--- src/rtl/pwr_state_gate.sv ---
module pwr_state_gate #(
  parameter int DW = 32,
  parameter int EW = 3
) (
  input  logic          clk,
  input  logic          rst_n,
  input  logic          pm_wr,
  input  logic          cmd_wr,
  input  logic [DW-1:0] wdata,
  output logic [DW-1:0] pm_rdata,
  output logic [DW-1:0] cmd_rdata,
  output logic [EW-1:0] cmd_eff,
  output logic          powered_down
);
  localparam logic [1:0] ST_FULL = 2'b00;
  localparam logic [1:0] ST_DOWN = 2'b11;

  logic [1:0]    st_q;
  logic [EW-1:0] en_q;
  logic          req_ok;

  assign req_ok = (wdata[1:0] == ST_FULL) || (wdata[1:0] == ST_DOWN);

  always_ff @(posedge clk) begin
    if (!rst_n) begin
      st_q <= ST_FULL;
      en_q <= '0;
    end else begin
      if (pm_wr && req_ok) st_q <= wdata[1:0];
      if (cmd_wr) en_q <= wdata[EW-1:0];
    end
  end

  assign powered_down = (st_q == ST_DOWN);
  assign cmd_eff      = powered_down ? '0 : en_q;
  assign pm_rdata     = {{(DW-2){1'b0}}, st_q};
  assign cmd_rdata    = {{(DW-EW){1'b0}}, en_q};
endmodule


--- config.mk ---
export PLATFORM = sky130hd
export DESIGN_NAME = pwr_state_gate
export DESIGN_NICKNAME = d
export VERILOG_FILES = /design/src/rtl/pwr_state_gate.sv
export SDC_FILE = /design/constraint.sdc
export NUM_CORES = 1
export LEC_CHECK = 0
export CAP_MARGIN = 40
export CELL_PAD_IN_SITES_DETAIL_PLACEMENT = 0
export CELL_PAD_IN_SITES_GLOBAL_PLACEMENT = 1
export CORE_MARGIN = 4
export CORE_UTILIZATION = 12
export DETAILED_ROUTE_END_ITERATION = 6
export GPL_ROUTABILITY_DRIVEN = 1
export GPL_TIMING_DRIVEN = 0
export HOLD_SLACK_MARGIN = 0.1
export PLACE_DENSITY_LB_ADDON = 0.1
export SYNTH_ARGS = -nofsm -noshare
export SYNTH_HDL_FRONTEND = slang
export SYNTH_SLANG_ARGS = --single-unit
--- constraint.sdc ---
create_clock -name clk -period 0.8 [get_ports clk]
set_clock_uncertainty 0.15 [all_clocks]
set_input_delay 0.16 -clock clk [delete_from_list [all_inputs] [get_ports clk]]
set_output_delay 0.16 -clock clk [all_outputs]
set_load 0.1 [all_outputs]
==> results of run 1 <==
[power breakdown]
part / total, mW / switching (mW) / leakage [nW] / internal (mW)
clock: 0.476 / 0.133 / 0.0228 / 0.343
combinational: 1.92 / 1.52 / 0.740 / 0.402
sequential: 0.283 / 0.0196 / 0.0446 / 0.263
[state kept, by name, indices dropped and copies added, names as in the netlist]
name	flops
en_q	3
st_q	2
[final timing paths]
path | end | depth (start not counted) | from | slack (ns)
worst min register to register | en_q[0]$_SDFFE_PN0P_ | 2 | en_q[0]$_SDFFE_PN0P_ | 0.39
worst max register to register | st_q[1]$_SDFFE_PN0P_ | 4 | st_q[1]$_SDFFE_PN0P_ | -0.19
worst min-delay path | en_q[2]$_SDFFE_PN0P_ | 3 | wdata[2] | 0.18
worst max-delay path | cmd_eff[0] | 3 | st_q[0]$_SDFFE_PN0P_ | -0.51
[repair_timing]
item                       in CTS  in global routing
setup endpoints to repair      14                 14
gates resized for setup        47                  8
buffers inserted                4                  2
pin swaps                       4                  2
[cells by family (layout without fill, tap and decap cells)]
| family | after synthesis | after routing | synth area share, % |
|---|---|---|---|
| muxes | 3 | 3 | 4.54 |
| AOI/OAI and AO/OA | 4 | 4 | 3.40 |
| and+or+nand+nor | 11 | 11 | 8.88 |
| buffers and inverters | 60 | 87 | 67.5 |
| other | 1 | 59 | 0.567 |
| DFF | 5 | 5 | 15.1 |
[per-layer routing]
metal | vias to the layer above | global-route usage, % | routed length (um) | part of all wire, %
li1 | 310 | - | - | -
met1 | 231 | 5.32 | 566 | 34
met2 | 43 | 7.61 | 869 | 52
met3 | 0 | 3.15 | 247 | 15
met4 | 0 | 0.498 | 0 | 0
met5 | - | 0 | 0 | 0
[cells in the mapped netlist (all sizes together)]
| cell type | instances |
|---|---|
| a21oi | 2 |
| and2 | 3 |
| buf | 59 |
| conb | 1 |
| dfxtp | 5 |
| inv | 1 |
| mux2i | 3 |
| nand2 | 4 |
| nor2b | 4 |
| o22ai | 2 |
[through the flow]
stage	setup WS (ns)	TNS, ns	area (um^2)
global placement	-1.23	-11.96	1150
detailed placement	-0.809	-8.28	1290
finish	-0.509	-4.13	1400
CTS	-0.511	-4.28	1400
global route	-0.534	-4.57	1400
floorplan	-0.494	-2.67	917
[worst register-to-register path, delay by kind of cell, from the launching register on]
kind | cells | cell delay (ns)
flops | 1 | 0.34
buf+inv | 2 | 0.22
compound gates | 2 | 0.15
[layout make-up]
cell class              instances  area, um^2  share of cell area [%]
clock buffers                   4        45.0                    3.22
repair buffers                 23         320                    22.9
well taps                      70        87.6                    6.26
inverters                       1        7.51                   0.537
plain buffers                  59         443                    31.7
multi-input cells              77         377                    26.9
flip-flops and latches          5         119                    8.50
==> results.ini, run 1 <==
[status]
status=complete, but fails checks
violations=setup timing

[detailed_routing]
via_per_inst=2.44
routed_wl_um=1680
wl_per_cell_um=7.04
drc=0
vias=584
drt_iter0_markers=10
first_pass_iters=3
ant_nets=0

[yosys]
ys_types=10
postSynthAreaPerCell_um2=7.88
yosysWarnings=0
synth-seq-area-share_pct=15.1
netlist_instances=84
yosys.area.top_type=buf_4
syn_area_um2=662
ys_ff_latch=5
yosys-top-cells-area=buf_4 (67%), dfxtp_1 (15%), mux2i_1 (4.5%), nor2b_1 (3.8%), and2_1 (2.8%)
synth_top_cell_area_share_pct=66.9

[place]
finalWeightedCongestion=0.617
dp_hpwl_um=1460
io_buffers=15
numPlacedInstances=236

[global_route]
grt_pass1_wl_um=2420
grt_max_degree=7
grt_pass1_vias=523
grt.total_usage_pct=4.71
antenna_found_initial=0
grt_overflow=0

[clock_tree]
clkSinkCount=5
ctsHoldBuffers=0
clk_pin_slew_ns=0.04
cts_buffer_depth=2
tritoncts=done
clk_latency_ns=0.22
clock-root-buffer=clkbuf_8
cts_buffers=3
htreeDepth=1

[setup_path]
cp.required_ns=0.49
cp.arrival_ns=1.00
startpoint_type=flip-flop
slowest_delay_ns=0.35
worst-path-max-fanout=4
crit_family=flip-flops
crit_slowest_cell=dfxtp_4
cp.buffers_inverters=1
worstSetupPathType=reg2out
worstPathCellList=nand2_4 > and2_4 > buf_12
cp-end-kind=output port

[flow_run]
max_cap_viol_count=0

[power]
leakage_nw=0.807
peakVddDrop_uv=578
fin_total_pwr_mw=2.68
powerDensity_nw_per_um2=1920

[final_layout]
final_cell_mix=buf_4 (59), conb_1 (59), buf_12 (9)
nFillCells=573
fin_nets=206
areaGrowthSynthToFinish_pct=111
drive_gt1_share_pct=55.6
n_antenna_cell=0
utilization_pct=26.7
instances_no_fill=239

[timing]
period_minus_slack_ns=1.31
holdWs_ns=0.176
maxSlewViolCount=0
fin_crit_sh_pct=164
hold_viol_final=0
setup_viol=11
grt_setup_unrepaired=true
finalWorstSetupSlack_ns=-0.509
max_freq_mhz=764

[floorplan]
design.core.area_um2=5240
ios=104
die_area_um2=6770
fp.dieW_um=82.3
fp.dieH_um=82.3
start_util_pct=12.6
row_count=26

[hold_path]
hold_class=in2reg

No activity file was read; power rests on OpenSTA's default activity.
==> inputs of run 2 (changes only) <==
--- a/config.mk
+++ b/config.mk
@@ -9,7 +9,7 @@
 export CELL_PAD_IN_SITES_DETAIL_PLACEMENT = 0
 export CELL_PAD_IN_SITES_GLOBAL_PLACEMENT = 1
 export CORE_MARGIN = 4
-export CORE_UTILIZATION = 12
+export CORE_UTILIZATION = 13
 export DETAILED_ROUTE_END_ITERATION = 6
 export GPL_ROUTABILITY_DRIVEN = 1
 export GPL_TIMING_DRIVEN = 0
==> constraint.sdc (replaced) <==
create_clock -name clk -period 1.5 [get_ports clk]
set_clock_uncertainty 0.15 [all_clocks]
set_input_delay 0.3 -clock clk [delete_from_list [all_inputs] [get_ports clk]]
set_output_delay 0.3 -clock clk [all_outputs]
set_load 0.1 [all_outputs]
==> run 2 against run 1 <==
  * The run now ends clean
  * Largest power group unchanged
  * Clock-buffer cell count stayed put
  * Final area is 5.2% lower
  * Clock power fell by 49%
  * Highest routed layer unchanged
  * Critical path type unchanged
  * Register-to-register slack improved by 0.75 ns
==> results.ini, run 2 (synthesized netlist as in run 1, its figures left out) <==
[detailed_routing]
wl_per_cell_um=6.51
routed_wl_um=1510
vias=546
first_pass_iters=2
drc=0
ant_nets=0
drt_iter0_markers=5
via_per_inst=2.35

[final_layout]
reg.largest.list=en_q (3), st_q (2)
drive_gt1_share_pct=49.7
n_antenna_cell=0
fin_nets=202
final_area_um2=1330
final_common_cell=buf_4
top_register=en_q
areaGrowthSynthToFinish_pct=100
largest_register_ffs=3
utilization_pct=27.5
final_cell_mix=buf_4 (60), conb_1 (59), buf_12 (8)
instances_no_fill=232

[floorplan]
fp.dieH_um=79.4
die_area_um2=6300
fp.dieW_um=79.4
ios=104
row_count=25
start_util_pct=13.7
design.core.area_um2=4820

[timing]
finalWorstSetupSlack_ns=0.0394
hold_viol_final=0
max_freq_mhz=685
tns_ns=0
fin_crit_sh_pct=97.4
maxSlewViolCount=0
period_minus_slack_ns=1.46
setup_viol=0
grt_setup_unrepaired=false
holdWs_ns=0.359

[place]
dp_slack_ns=-0.316
finalWeightedCongestion=0.659
io_buffers=15
numPlacedInstances=233
placed_area_um2=1290

[setup_path]
slowest_delay_ns=0.35
cp-end-kind=output port
crit_slowest_cell=dfxtp_4
worstPathCellList=nand2_4 > and2_4 > buf_16
worst-path-max-fanout=4
worstSetupPathType=reg2out
cp.required_ns=1.05
startpoint_type=flip-flop
cp.arrival_ns=1.01

[status]
status=complete, no violations

[power]
fin_total_pwr_mw=1.39
peakVddDrop_uv=227
powerDensity_nw_per_um2=1050
leakage_nw=0.769

[global_route]
grt_pass1_wl_um=2360
grtUsageMet3_pct=3.29
grt_pass1_vias=515
antenna_found_initial=0
grt.busiest_layer=met2
met1_usage_pct=5.63
grt.met2_usage_pct=7.49
grt.total_usage_pct=4.82
grt_overflow=0
grt_max_degree=7

[clock_tree]
htreeDepth=1
clock-root-buffer=clkbuf_8
clkSinkCount=5
ctsHoldBuffers=0
cts_buffers=3
clk_pin_slew_ns=0.03
tritoncts=done
clk_latency_ns=0.22
cts_buffer_depth=2

[flow_run]
max_cap_viol_count=0

[hold_path]
hold_class=reg2reg

[run 2: cell types whose count changed in the layout (fill, tap and decap cells not counted), sizes merged]
| cell | delta |
|---|---|
| dlygate4sd2 | -2 |
| buf | -7 |
| clkbuf | -1 |
| clkdlybuf4s50 | +6 |
[run 2: cell type report]
class,count,area (um^2)
Tap cell,67,83.8
Clock buffer,4,45.0
Fill cell,541,3490
Multi-Input combinational cell,77,348
Timing Repair Buffer,19,283
Buffer,59,443
Inverter,1,7.51
Sequential cell,5,116
[run 2: routing by layer]
metal  routed length, um  vias up
li1                    -      302
met1                 592      202
met2                 713       42
met5                   0        -
met3                 205        0
met4                   0        0
[run 2: power by group]
part	total (mW)	switching, mW	internal [mW]
Combinational	0.997	0.799	0.199
Sequential	0.151	0.00961	0.141
Clock	0.245	0.0630	0.182
[run 2: worst max-delay path: cells and delay by family (launching register included)]
family / cells / cell delay, ns
DFF: 1 / 0.35
buffers and inverters: 1 / 0.16
and+or+nand+nor: 2 / 0.27
[run 2: path summary, 6_finish.rpt]
kind,depth (start not counted),from,slack (ns),endpoint
max,3,st_q[1]$_SDFFE_PN0P_,0.04,cmd_eff[0]
min,2,st_q[1]$_SDFFE_PN0P_,0.36,st_q[1]$_SDFFE_PN0P_
max reg2reg,3,st_q[0]$_SDFFE_PN0P_,0.56,st_q[0]$_SDFFE_PN0P_
min reg2reg,2,st_q[1]$_SDFFE_PN0P_,0.36,st_q[1]$_SDFFE_PN0P_
[run 2: timing repair]
| action | CTS | global route |
|---|---|---|
| gates resized for setup | 12 | 1 |
| endpoints found under the hold margin | 0 | 0 |
| buffers inserted | 0 | 1 |
| setup endpoints to repair | 9 | 2 |
| pin swaps | 0 | 1 |
